## config.mk

```make
export PLATFORM = sky130hd
export DESIGN_NAME = xlat_window
export DESIGN_NICKNAME = d
export VERILOG_FILES = /design/src/rtl/xlat_pkg.sv /design/src/rtl/xlat_index.sv /design/src/rtl/xlat_table.sv /design/src/rtl/xlat_stage.sv /design/src/rtl/xlat_window.sv
export SDC_FILE = /design/constraint.sdc
export NUM_CORES = 1
export LEC_CHECK = 0
export BUFFER_PORTS_ARGS = -buffer_cell sky130_fd_sc_hd__buf_2
export CORE_ASPECT_RATIO = 0.7
export CORE_MARGIN = 4
export CORE_UTILIZATION = 55
export DETAILED_ROUTE_END_ITERATION = 16
export PLACE_DENSITY = 0.74
export SETUP_SLACK_MARGIN = 0.05
export SLEW_MARGIN = 20
export SYNTH_ARGS = -nofsm -noshare
export SYNTH_HDL_FRONTEND = slang
export SYNTH_SLANG_ARGS = --single-unit
```

## constraint.sdc

```tcl
create_clock -name clk -period 4 [get_ports clk]
set_clock_uncertainty 0.15 [all_clocks]
set_input_delay 0.8 -clock clk [delete_from_list [all_inputs] [get_ports clk]]
set_output_delay 0.8 -clock clk [all_outputs]
set_load 0.02 [all_outputs]
```

## src/rtl/xlat_pkg.sv

```systemverilog
package xlat_pkg;
  typedef enum logic [1:0] {
    SP_MEM32 = 2'b00,
    SP_MEM64 = 2'b01,
    SP_IO    = 2'b10,
    SP_RSVD  = 2'b11
  } space_e;
endpackage

```

## src/rtl/xlat_index.sv

```systemverilog
// Turns the high address field into a row select, clamping out-of-range values.
module xlat_index #(
  parameter int IW = 4,
  parameter int Q  = 16,
  localparam int SW = (Q > 1) ? $clog2(Q) : 1
) (
  input  logic [IW-1:0] addr_hi,
  output logic [SW-1:0] sel,
  output logic          err
);
  generate
    if (Q < (1 << IW)) begin : g_clamp
      always_comb begin
        if (int'(addr_hi) >= Q) begin
          sel = SW'(Q - 1);
          err = 1'b1;
        end else begin
          sel = SW'(addr_hi);
          err = 1'b0;
        end
      end
    end else begin : g_full
      assign sel = SW'(addr_hi);
      assign err = 1'b0;
    end
  endgenerate
endmodule

```

## src/rtl/xlat_table.sv

```systemverilog
// Q rows of {upper bits, space code}; one write port, one combinational read.
module xlat_table #(
  parameter int Q  = 16,
  parameter int IW = 4,
  parameter int HW = 20,
  localparam int SW = (Q > 1) ? $clog2(Q) : 1
) (
  input  logic          clk,
  input  logic          rst_n,
  input  logic          we,
  input  logic [IW-1:0] wr_idx,
  input  logic [HW-1:0] wr_hi,
  input  logic [1:0]    wr_sp,
  input  logic [SW-1:0] rd_sel,
  output logic [HW-1:0] rd_hi,
  output logic [1:0]    rd_sp
);
  logic [HW-1:0] hi_q [Q];
  logic [1:0]    sp_q [Q];

  generate
    for (genvar g = 0; g < Q; g++) begin : g_row
      always_ff @(posedge clk) begin
        if (!rst_n) begin
          hi_q[g] <= '0;
          sp_q[g] <= 2'b00;
        end else if (we && (int'(wr_idx) == g)) begin
          hi_q[g] <= wr_hi;
          sp_q[g] <= wr_sp;
        end
      end
    end
  endgenerate

  assign rd_hi = hi_q[rd_sel];
  assign rd_sp = sp_q[rd_sel];
endmodule

```

## src/rtl/xlat_stage.sv

```systemverilog
// Output register with valid/ready; masks bits above 31 unless 64-bit space.
module xlat_stage
  import xlat_pkg::*;
#(
  parameter int P = 32,
  parameter int N = 12,
  localparam int HW = P - N
) (
  input  logic          clk,
  input  logic          rst_n,
  input  logic          in_valid,
  output logic          in_ready,
  input  logic [N-1:0]  in_lo,
  input  logic [HW-1:0] in_hi,
  input  logic [1:0]    in_sp,
  input  logic          in_err,
  output logic          out_valid,
  input  logic          out_ready,
  output logic [P-1:0]  out_addr,
  output logic [1:0]    out_space,
  output logic          out_err
);
  logic [HW-1:0] hi_m;

  generate
    if (P > 32) begin : g_mask
      localparam int UB = P - 32;
      assign hi_m = (space_e'(in_sp) == SP_MEM64) ? in_hi
                  : {{UB{1'b0}}, in_hi[HW-UB-1:0]};
    end else begin : g_nomask
      assign hi_m = in_hi;
    end
  endgenerate

  assign in_ready = !out_valid || out_ready;

  always_ff @(posedge clk) begin
    if (!rst_n) begin
      out_valid <= 1'b0;
      out_addr  <= '0;
      out_space <= 2'b00;
      out_err   <= 1'b0;
    end else if (in_ready) begin
      out_valid <= in_valid;
      if (in_valid) begin
        out_addr  <= {hi_m, in_lo};
        out_space <= in_sp;
        out_err   <= in_err;
      end
    end
  end
endmodule

```

## src/rtl/xlat_window.sv

```systemverilog
module xlat_window #(
  parameter int N = 12,
  parameter int M = 16,
  parameter int P = 32,
  parameter int Q = 16,
  localparam int IW = M - N,
  localparam int HW = P - N,
  localparam int SW = (Q > 1) ? $clog2(Q) : 1
) (
  input  logic          clk,
  input  logic          rst_n,
  input  logic          req_valid,
  output logic          req_ready,
  input  logic [M-1:0]  req_addr,
  output logic          rsp_valid,
  input  logic          rsp_ready,
  output logic [P-1:0]  rsp_addr,
  output logic [1:0]    rsp_space,
  output logic          rsp_err,
  input  logic          tbl_we,
  input  logic [IW-1:0] tbl_idx,
  input  logic [HW-1:0] tbl_hi,
  input  logic [1:0]    tbl_space
);
  logic [SW-1:0] sel;
  logic          idx_err;
  logic [HW-1:0] row_hi;
  logic [1:0]    row_sp;

  xlat_index #(.IW(IW), .Q(Q)) u_index (
    .addr_hi (req_addr[M-1:N]),
    .sel     (sel),
    .err     (idx_err)
  );

  xlat_table #(.Q(Q), .IW(IW), .HW(HW)) u_table (
    .clk    (clk),
    .rst_n  (rst_n),
    .we     (tbl_we),
    .wr_idx (tbl_idx),
    .wr_hi  (tbl_hi),
    .wr_sp  (tbl_space),
    .rd_sel (sel),
    .rd_hi  (row_hi),
    .rd_sp  (row_sp)
  );

  xlat_stage #(.P(P), .N(N)) u_stage (
    .clk       (clk),
    .rst_n     (rst_n),
    .in_valid  (req_valid),
    .in_ready  (req_ready),
    .in_lo     (req_addr[N-1:0]),
    .in_hi     (row_hi),
    .in_sp     (row_sp),
    .in_err    (idx_err),
    .out_valid (rsp_valid),
    .out_ready (rsp_ready),
    .out_addr  (rsp_addr),
    .out_space (rsp_space),
    .out_err   (rsp_err)
  );
endmodule

```

==> results summary, run 1 <==
The final-stage net count came out at 1,242. The detail-routed net length per standard cell came out at 27.1 µm. Input and output buffers added on the ports amount to 82. The gate count of the mapped netlist came out at 1,126. The normalized max-slew margin is 0.422. The clock tree synthesis step divided the H-tree into 2 levels. For this run, the total global-route usage over all layers was measured as 0.264. The clock input transition at the sequential cells of the worst setup and hold paths is 0.06 ns.

Summing every instance area after synthesis gives 17,200 µm². The height of the die came out at 156 µm. The worst path arrival time is 2.83 ns. The source-to-sink clock delay at the later pin of the worst-skew pair came out at 0.53 ns. After global routing the overflow that remains totals 0. The leakage power total is 6.96 nW. The yosys synthesis warning count came out at 0.

STA classifies the critical path endpoint as a register. The final-report max-slew violation count came to 0. Across the VDD grid, the largest voltage drop is 0.000357 V. Sorting the synthesized cells by area gives the leading types as sky130_fd_sc_hd__edfxtp_1 61%, sky130_fd_sc_hd__and2_1 13%, sky130_fd_sc_hd__mux4_2 11%, sky130_fd_sc_hd__dfxtp_1 4.1%, sky130_fd_sc_hd__mux2_2 2.9%. Clock tree synthesis inserted a total of 38 buffers. The worst register-to-register path ends at u_stage.out_addr[14]$_SDFFE_PN0P_. The clock root buffer is sky130_fd_sc_hd__clkbuf_16.

The tightest min-delay check is of the register to register type. At the pin with the least slew margin, the transition time is 0.864 ns. The post-CTS setup-driven buffer insertion count is 0.

The detailed router's first-iteration violation count is 1,109. The post-synthesis area per instance is 15.3 µm². The number of antenna diodes in the final layout is 0. The worst hold path passes through 2 cells. The post-route antenna net violation count came out at 0. The synthesized netlist net count is 1,173. The multi-input logic area is 5600 µm². The commonest register cell after synthesis is sky130_fd_sc_hd__edfxtp_1. The pin count of the biggest net entering global routing is 45. Wires add up to 44,400 µm. After synthesis the netlist holds a flip-flop and latch count of 387. The run finished with clean final reports.

Of all cell types, the one taking the most synthesized area is sky130_fd_sc_hd__edfxtp_1. In the routed design, unresolved DRC markers number 0. The count of max-cap constraint violations came out at 0. The share of the clock period used by the worst path came out at 0.648.

The number of filler instances in the final layout is 2,153. The sequential element share of the synthesized area came out at 0.653. For hold timing, the worst endpoint is u_stage.out_addr[6]$_SDFFE_PN0P_. The type of the setup path with the least slack is input port to register. By count the netlist is led by 352 x sky130_fd_sc_hd__and2_1, 352 x sky130_fd_sc_hd__edfxtp_1, 88 x sky130_fd_sc_hd__mux4_2. The fmax came out at 386 MHz. The hold path startpoint is u_stage.out_addr[6]$_SDFFE_PN0P_.

The setup total negative slack came out at 0 ns. The area inside the core boundary is 30,400 µm². The number of buffers between clock root and the deepest sink came out at 3. The ratio of cells with drive above 1 in the final layout is 0.275. The initial antenna violation count is 2. The die is 220 µm wide. The reg2reg setup slack came out at 2.17 ns. The startpoint of the lowest-slack register-to-register path is u_table.hi_q[11][2]$_SDFFCE_PN0P_. The wire length of the first global-routing pass is 65,800 µm. Of the post-synthesis cell area, the dominant cell type holds 0.613. Dividing the detail-routed via count by the number of cells gives 6.12. The pre-CTS setup slack is 0.934 ns. The vias after detailed routing came out at 10,000.

The number of enable-type register cells in the synthesized netlist came out at 352. The share of synthesized flip-flops with an asynchronous set or reset came out at 0. The hold buffer count at CTS is 0. The die covers 34,300 µm². The via count of the first global-routing pass came out at 10,000.

The final critical path time including I/O delays and setup is 2.59 ns. In this run the worst path has a maximum fanout of 26. For this run, the detailed router's first-pass iteration total came to 5. The final hold violation count is 0. Dividing total power by cell area gives a power density of 459 nW/µm². The number of ports placed on the die boundary is 84. Setup repair after global routing left no endpoint under its margin.

The floorplan has 53 rows. Measured in cells, the most critical reg-to-reg path has a length of 3. After synthesis, the netlist uses 28 different library cells. TritonCTS built the clock tree. The initial utilization of the core area, before any placement, comes to 0.567. The estimated wirelength of the detail-placed design is 26,700 µm. The endpoint required time on the critical path is 4.24 ns. The total number of clock tree sinks came out at 387. The register area is 11,300 µm². Relative to the synthesized area, the layout overhead comes to 13.1%. Setup violations remaining at the end of the flow were counted as 0. The overall power came out at 8.95 mW. The last weighted congestion value of the routability-driven placer came out at 0.846. The startpoint type of the worst setup path is an input port. The minimum setup slack in the final design is 1.41 ns. The post-cts resize count came out at 0.
==> critical path: stages <==
cell                       delay (ns)
sky130_fd_sc_hd__buf_2           0.54
sky130_fd_sc_hd__nand3b_1        0.24
sky130_fd_sc_hd__nor2_1          0.67
sky130_fd_sc_hd__buf_4           0.38
sky130_fd_sc_hd__and2_1          0.17
==> state kept, by name (all words and copies together), names as in the netlist <==
signal,cells
u_stage.out_addr,32
u_stage.out_valid,1
u_table.sp_q,32
u_stage.out_space,2
u_table.hi_q,320
==> through the flow <==
stage / std cells / hold WS [ns] / instance area, µm² / util
2_1_floorplan: 1126 / 0.404 / 17200 / -
3_3_place_gp: 1567 / 0.309 / 18300 / 0.603
3_5_place_dp: 1567 / 0.318 / 18300 / 0.603
4_1_cts: 1635 / 0.327 / 19500 / 0.641
5_1_grt: 1635 / 0.345 / 19500 / 0.641
6_report: 1635 / 0.326 / 19500 / 0.641
==> power by group <==
group | total, mW | leakage [nW] | switching [mW] | internal (mW)
logic | 0.769 | 2.72 | 0.450 | 0.319
registers | 4.74 | 3.66 | 0.0868 | 4.65
clock network | 3.44 | 0.581 | 1.50 | 1.94
==> worst max path at each step <==
stage,startpoint,to,cells after the start
5_1_grt,rst_n,u_table.hi_q[2][16]$_SDFFCE_PN0P_,5
2_1_floorplan,tbl_idx[2],u_table.hi_q[1][0]$_SDFFCE_PN0P_,3
6_report,rst_n,u_table.hi_q[2][16]$_SDFFCE_PN0P_,5
3_5_place_dp,req_addr[14],u_stage.out_addr[19]$_SDFFE_PN0P_,5
4_1_cts,rst_n,u_table.hi_q[2][16]$_SDFFCE_PN0P_,5
3_3_place_gp,req_addr[14],u_stage.out_addr[15]$_SDFFE_PN0P_,5
==> kinds of logic after synthesis <==
kind of cell,count (synthesis),share of synthesized area
multiplexers,132,0.144
AO/OA/AOI/OAI,85,0.0310
AND/OR/NAND/NOR,418,0.145
flip-flops,387,0.653
other,1,0.000217
buffers and inverters,103,0.0264
==> cell type report <==
cell class	count	area share
Clock inverter	14	0.00513
Sequential cell	387	0.578
Timing Repair Buffer	129	0.0485
Inverter	3	0.000577
Tap cell	412	0.0264
Clock buffer	54	0.0550
Multi-Input combinational cell	636	0.287
==> cells in the final DEF (no fill, tap or decap), types with 11 or more instances in the layout <==
master / Yosys / final
sky130_fd_sc_hd__buf_4: 5 / 34
sky130_fd_sc_hd__nor2_1: 16 / 15
sky130_fd_sc_hd__clkbuf_16: 0 / 39
sky130_fd_sc_hd__a221o_1: 22 / 22
sky130_fd_sc_hd__edfxtp_1: 352 / 352
sky130_fd_sc_hd__o21ai_0: 28 / 12
sky130_fd_sc_hd__and2_1: 352 / 352
sky130_fd_sc_hd__mux4_2: 88 / 88
sky130_fd_sc_hd__a21oi_1: 35 / 35
sky130_fd_sc_hd__nand3_1: 14 / 14
sky130_fd_sc_hd__o21ai_2: 0 / 16
sky130_fd_sc_hd__buf_12: 1 / 14
sky130_fd_sc_hd__dfxtp_1: 35 / 35
sky130_fd_sc_hd__clkbuf_1: 81 / 11
sky130_fd_sc_hd__nand2_1: 24 / 24
sky130_fd_sc_hd__buf_2: 6 / 80
sky130_fd_sc_hd__mux2_2: 44 / 44
==> layer usage <==
layer | global-route usage | vias to the layer above | wire, µm
met4 | 0.0729 | 2 | 1100
li1 | - | 4286 | -
met2 | 0.393 | 547 | 19900
met5 | 0 | - | 13
met3 | 0.0580 | 71 | 4610
met1 | 0.399 | 5104 | 18700
No activity file was read; power rests on OpenSTA's default activity.
==> run 2, diff against run 1 <==
- PLACE_DENSITY: 0.74 -> 0.76
- clock period: 4 -> 2.3 ns (I/O delays scaled with it)
==> results summary, run 2 (same netlist as run 1, synthesis figures left out) <==
The flow ran to the end, and the final reports show no timing, DRC or antenna violations. The total number of clock tree sinks came to 387 (unchanged). The area growth from synthesis to layout is 15.2%.

The power density over the cells was 790 nW/µm² (+72%). The cell area after placement is 18,700 µm² (+1.9%). The sum of overflow across all layers after global routing is 0 (unchanged). The startpoint type of the worst setup path is a register. The biggest fanout along the worst timing path came to 6 (-77%).

The worst hold path belongs to the class input port to register. The count of max-cap constraint violations is 0 (unchanged). The detail-routed net length per standard cell came out at 27.0 µm (-0.35%). The element type at the critical path end is a primary output. The post-detailed-routing wire length came to 45,100 µm (+1.6%). The overall power is 15.7 mW (+75%). The final non-filler cell area came out at 19,900 µm² (+1.9%). The source-to-sink clock delay at the later pin of the worst-skew pair came to 0.54 ns (about the same). The post-CTS setup-driven buffer insertion count was 0 (unchanged). The worst path arrival time came to 1.52 ns (-1.31 ns). The number of ports placed on the die boundary came out at 84 (unchanged). The register area was 11,300 µm² (unchanged). The ratio of cells with drive above 1 in the final layout was 0.289 (+0.0142). The count of buffers from port buffering is 82 (unchanged). The number of instances on the worst hold path is 3 (+1). The final-layout worst hold slack came out at 0.0339 ns (-0.292 ns).

The setup total negative slack came out at 0 ns (unchanged). The vias after detailed routing is 10,200 (+1.8%). The largest registers in the layout are u_table.hi_q x320, u_stage.out_addr x32, u_table.sp_q x32. The peak supply drop came to 0.000640 V (+79%). The area inside the core boundary came to 30,400 µm² (unchanged).

The number of filler instances in the final layout is 2,083 (-3.3%). The first-pass iteration count of the detailed router came to 5 (unchanged). The final-report max-slew violation count came out at 0 (unchanged). The initial core utilization is 0.567 (unchanged). The multi-input logic area is 5600 µm² (unchanged). Derived from the worst setup path, the maximum achievable clock frequency is 470 MHz. The placement row count came out at 53 (unchanged). The startpoint of the lowest-slack register-to-register path is u_table.hi_q[0][12]$_SDFFCE_PN0P_. The number of cells on the worst reg-to-reg path is 3 (unchanged). The post-cts resize count is 1 (+1). The via count of the first global-routing pass is 10,100 (+0.94%). More flip-flops sit in one register than any other, and that register is u_table.hi_q. The number of flip-flops under the largest register name was 320 (unchanged).

The initial antenna violation count came out at 3 (+1). The number of buffers inserted during clock tree synthesis is 38 (unchanged). The average vias per placed instance is 6.12 (-0.12%). For hold timing, the worst endpoint is u_stage.out_addr[9]$_SDFFE_PN0P_. Dividing the final minimum period by the clock period gives 0.925.

The last weighted congestion value of the routability-driven placer came out at 0.831 (-1.7%). The total global-route track usage is 0.268 (+0.00476). TritonCTS built the clock tree. In the layout the commonest cells are 352 x sky130_fd_sc_hd__and2_1, 352 x sky130_fd_sc_hd__edfxtp_1, 88 x sky130_fd_sc_hd__mux4_2. The area of the die came out at 34,300 µm² (unchanged).

The reg2reg setup slack was 0.50 ns (-1.67 ns). The number of levels in the clock H-tree came to 2 (unchanged). The post-route antenna net violation count is 0 (unchanged). The remaining design rule violation count is 0 (unchanged). The hold buffer count at CTS came to 0 (unchanged). The setup violation total in the final timing report came out at 0 (unchanged). The height of the die came out at 156 µm (unchanged). The detailed router's first-iteration violation count is 1,194 (+7.7%). Setup repair after global routing left no endpoint under its margin. After layout, the minimum clock period comes to 2.13 ns. The most critical setup path has its startpoint at u_stage.out_valid$_SDFFE_PN0P_. The number of buffers between clock root and the deepest sink came to 3 (unchanged). The minimum setup slack in the final design came out at 0.173 ns (-1.24 ns). The pre-CTS setup slack came out at -0.0272 ns (-0.961 ns).

The tree is rooted in a sky130_fd_sc_hd__clkbuf_16. The pin count of the biggest net entering global routing came out at 45 (unchanged). The final hold violation count came out at 0 (unchanged). The die boundary width came out at 220 µm (unchanged). The leakage power total was 7.16 nW (+2.8%). The worst register-to-register path ends at u_stage.out_addr[24]$_SDFFE_PN0P_. The clock input transition at the sequential cells of the worst setup and hold paths is 0.06 ns (about the same). The endpoint required time on the critical path is 1.69 ns (-2.55 ns).

The hold path startpoint is req_addr[9]. The estimated wirelength of the detail-placed design is 27,400 µm (+2.8%). The final-stage net count came out at 1,271 (+2.3%). The wire length of the first global-routing pass came out at 66,400 µm (+0.92%).

By startpoint and endpoint, the worst setup path is classified as register to primary output.
run 2: cell count changes in the layout (fill, tap and decap cells not counted), moves of 2 or more:
cell	delta
sky130_fd_sc_hd__buf_12	+10
sky130_fd_sc_hd__diode_2	+2
sky130_fd_sc_hd__clkbuf_16	+2
sky130_fd_sc_hd__clkbuf_8	-2
sky130_fd_sc_hd__clkbuf_1	+4
sky130_fd_sc_hd__buf_4	+19
sky130_fd_sc_hd__clkinv_2	-2
run 2: report_power, final:
group / total [mW] / switching (mW) / internal (mW)
Clock: 6.07 / 2.62 / 3.45
Sequential: 8.26 / 0.165 / 8.09
Combinational: 1.38 / 0.776 / 0.603
Total: 15.7 / 3.56 / 12.1
run 2: per-layer routing:
layer	vias to the layer above	wire, µm	global-route usage
li1	4350	-	-
met1	5173	18400	0.392
met2	596	20000	0.398
met3	71	5700	0.0925
met4	4	876	0.0601
met5	-	27	0
run 2: layout make-up:
type	count	area share
antenna	2	0.000252
clock buffer	58	0.0558
clock inverter	11	0.00397
inverter	3	0.000567
multi-input combinational	636	0.282
sequential	387	0.567
tap	412	0.0259
timing repair buffer	158	0.0649
run 2: critical path, stage by stage (launching register included):
cell and delay, ns:
sky130_fd_sc_hd__dfxtp_1 0.32, sky130_fd_sc_hd__nor2b_2 0.30, sky130_fd_sc_hd__clkinv_1 0.18, sky130_fd_sc_hd__buf_2 0.19
run 2: stage by stage:
| step | util | instances |
|---|---|---|
| 6_report | 0.653 | 1667 |
| 3_5_place_dp | 0.614 | 1596 |
| 2_1_floorplan | - | 1126 |
| 4_1_cts | 0.653 | 1665 |
| 3_3_place_gp | 0.614 | 1596 |
| 5_1_grt | 0.653 | 1665 |
run 2: worst max-delay path by stage:
| stage | end | slack [ns] | depth (start not counted) |
|---|---|---|---|
| 2_1_floorplan | u_table.hi_q[4][0]$_SDFFCE_PN0P_ | -0.09 | 2 |
| 3_3_place_gp | u_stage.out_addr[17]$_SDFFE_PN0P_ | -0.0007 | 5 |
| 3_5_place_dp | u_stage.out_addr[18]$_SDFFE_PN0P_ | -0.03 | 5 |
| 4_1_cts | req_ready | 0.15 | 3 |
| 5_1_grt | req_ready | 0.06 | 3 |
| 6_report | req_ready | 0.17 | 3 |
==> run 3, diff against run 2 <==
- PLACE_DENSITY: 0.76 -> 0.74
- clock period: 2.3 -> 2.6 ns (I/O delays scaled with it)
==> results summary, run 3 (same netlist as run 1, synthesis figures left out) <==
The setup total negative slack came out at 0 ns (unchanged). The pin count of the biggest net entering global routing came out at 35 (-22%). The detail-routed net length per standard cell is 27.8 µm (+2.9%). The register area was 11,300 µm² (unchanged). The placement row count came out at 53 (unchanged).

The end-of-flow core utilization is 0.655 (+0.00173). The number of ports placed on the die boundary came out at 84 (unchanged). The number of non-filler instances in the completed layout is 1,676 (+0.54%). The final hold violation count came to 0 (unchanged). The peak supply drop is 0.000600 V (-6.3%). The type of the setup path with the least slack is register to primary output. The post-CTS setup-driven buffer insertion count came out at 0 (unchanged). The normalized max-slew margin is 0.474. The area of the die was 34,300 µm² (unchanged). Setup repair after global routing left no endpoint under its margin. For this design, the slowest cell found on the critical path is sky130_fd_sc_hd__dfxtp_1. In this run the critical register-to-register path is captured at u_stage.out_addr[21]$_SDFFE_PN0P_. The initial core utilization is 0.567 (unchanged).

The fmax is 424 MHz. The sum of overflow across all layers after global routing came out at 0 (unchanged). The total global-route track usage was 0.277 (+0.00851). The type of the tightest min-delay check is input port to register.

The last weighted congestion value of the routability-driven placer is 0.845 (+1.7%). The height of the die came out at 156 µm (unchanged). The post-cts resize count is 0 (-1). The number of levels in the clock H-tree came out at 2 (unchanged). The number of instances on the worst hold path is 3 (unchanged).

The remaining design rule violation count was 0 (unchanged). The source-to-sink clock delay at the later pin of the worst-skew pair came out at 0.54 ns (about the same). The biggest fanout along the worst timing path is 14 (+8).

The area inside the core boundary came out at 30,400 µm² (unchanged). The wire length of the first global-routing pass is 68,500 µm (+3.2%). The final-report max-slew violation count came to 0 (unchanged). The die boundary width is 220 µm (unchanged). The reg2reg setup slack came out at 0.67 ns (+0.17 ns). The end of the worst hold path is u_stage.out_addr[4]$_SDFFE_PN0P_.

In this run the critical register-to-register path is launched from u_stage.out_valid$_SDFFE_PN0P_. The estimated wirelength of the detail-placed design was 29,200 µm (+6.6%). The setup violation total in the final timing report is 0 (unchanged). Leaving out fill and tap cells, the most frequent cells in the layout are 352 x sky130_fd_sc_hd__and2_1, 352 x sky130_fd_sc_hd__edfxtp_1, 88 x sky130_fd_sc_hd__mux4_2. The post-detailed-routing wire length came out at 46,600 µm (+3.5%). The final-stage net count came out at 1,281 (+0.79%).

The number of flip-flops under the largest register name came out at 320 (unchanged). The maximum single-stage delay on the critical path came out at 0.33 ns (about the same). The clock input transition at the sequential cells of the worst setup and hold paths came out at 0.06 ns (about the same). STA classifies the critical path startpoint as a register. The number of buffers between clock root and the deepest sink is 3 (unchanged). The detailed router's first-iteration violation count is 1,359 (+14%). In the final layout, the registers with the most flip-flops are u_table.hi_q x320, u_stage.out_addr x32, u_table.sp_q x32. The multi-input logic area came out at 5600 µm² (about the same). The register with the most flip-flops in the final layout is u_table.hi_q.

The worst hold path begins at req_addr[4]. TritonCTS built the clock tree. The number of filler instances in the final layout is 2,120 (+1.8%). The area growth from synthesis to final layout came out at 15.5%.

The buffer and inverter count on the worst path came out at 3 (+1). The leakage power total came out at 7.22 nW (+0.93%). The number of buffers inserted during clock tree synthesis is 38 (unchanged). The actual transition at the worst max-transition pin is 0.787 ns. The hold buffer count at CTS is 0 (unchanged). The initial antenna violation count is 1 (-2). The endpoint required time on the critical path came out at 1.93 ns (+0.24 ns).

The count of max-cap constraint violations is 0 (unchanged). The via count of the first global-routing pass came to 10,400 (+2.3%). The worst path arrival time came out at 1.69 ns (+0.17 ns).

The run finished with clean final reports. The vias after detailed routing came out at 10,300 (+0.66%). The antenna diode count came out at 0 (-2). The worst setup path is captured at a primary output. The final-layout worst hold slack came out at 0.103 ns (+0.0694 ns). The minimum setup slack in the final design came out at 0.240 ns (+0.0676 ns). The count of buffers from port buffering came out at 82 (unchanged). The ratio of cells with drive above 1 in the final layout came to 0.298 (+0.00935). The power density over the cells came out at 711 nW/µm² (-10%). The share of the clock period used by the worst path came out at 0.908. The average vias per placed instance is 6.12 (+0.12%). The first-pass iteration count of the detailed router came out at 6 (+1). The post-placement cell count came out at 1,606 (+0.63%). Walking the worst path, the cells encountered are nor2b_1 > buf_4 > clkinv_1 > buf_2. The number of cells on the worst reg-to-reg path was 4 (+1). The final critical path time including I/O delays and setup came out at 2.36 ns. The post-route antenna net violation count is 0 (unchanged).

Broken down by cell family, the worst path's largest delay share belongs to buffers and inverters. The pre-CTS setup slack came out at 0.171 ns (+0.198 ns). The total number of clock tree sinks came to 387 (unchanged). In this run the clock root is driven by a sky130_fd_sc_hd__clkbuf_16.
run 3: cell count changes in the layout (fill, tap and decap cells not counted):
cell,delta
sky130_fd_sc_hd__diode_2,-2
sky130_fd_sc_hd__clkinv_1,-4
sky130_fd_sc_hd__nor3_2,-1
sky130_fd_sc_hd__buf_12,-8
sky130_fd_sc_hd__clkinv_2,+2
sky130_fd_sc_hd__nor2b_2,-1
sky130_fd_sc_hd__clkbuf_1,-1
sky130_fd_sc_hd__nor2b_1,+1
sky130_fd_sc_hd__bufinv_16,+2
sky130_fd_sc_hd__buf_4,+18
sky130_fd_sc_hd__nor3_4,+1
sky130_fd_sc_hd__clkbuf_8,+2
run 3: layer usage:
| metal | routed length (µm) | vias up | global-route usage | part of all wire |
|---|---|---|---|---|
| met5 | 0 | - | 0 | 0 |
| met4 | 1140 | 0 | 0.0735 | 0.024 |
| met3 | 5230 | 83 | 0.0586 | 0.11 |
| met2 | 21500 | 606 | 0.434 | 0.46 |
| met1 | 18800 | 5191 | 0.402 | 0.40 |
| li1 | - | 4381 | - | - |
run 3: final cells by class:
cell class | count | share of cell area
timing repair buffer | 168 | 0.0635
clock buffer | 59 | 0.0569
tap | 412 | 0.0259
multi-input combinational | 636 | 0.281
sequential | 387 | 0.566
inverter | 3 | 0.000565
clock inverter | 11 | 0.00672
run 3: worst min-delay path: stages:
cell                      delay (ns)
sky130_fd_sc_hd__buf_2          0.09
sky130_fd_sc_hd__nand3_1        0.07
sky130_fd_sc_hd__a21oi_1        0.06
run 3: metrics by stage:
stage	power [mW]	instance area, µm²
after floorplan	8.10	17300
after global placement	8.60	18700
after detailed placement	8.64	18700
after CTS	14.2	19900
after global routing	14.6	19900
final	14.2	19900
run 3: how the worst max path moves through the flow:
stage	from	to	cells past startpoint
2_1_floorplan	tbl_idx[1]	u_table.hi_q[12][0]$_SDFFCE_PN0P_	2
3_3_place_gp	req_addr[14]	u_stage.out_addr[23]$_SDFFE_PN0P_	5
3_5_place_dp	req_valid	u_stage.out_addr[21]$_SDFFE_PN0P_	5
4_1_cts	u_stage.out_valid$_SDFFE_PN0P_	req_ready	4
5_1_grt	u_stage.out_valid$_SDFFE_PN0P_	req_ready	4
6_report	u_stage.out_valid$_SDFFE_PN0P_	req_ready	4
run 3: where the power goes:
part	switching, mW	internal (mW)
clock network	2.34	3.31
registers	0.137	7.16
logic	0.695	0.530
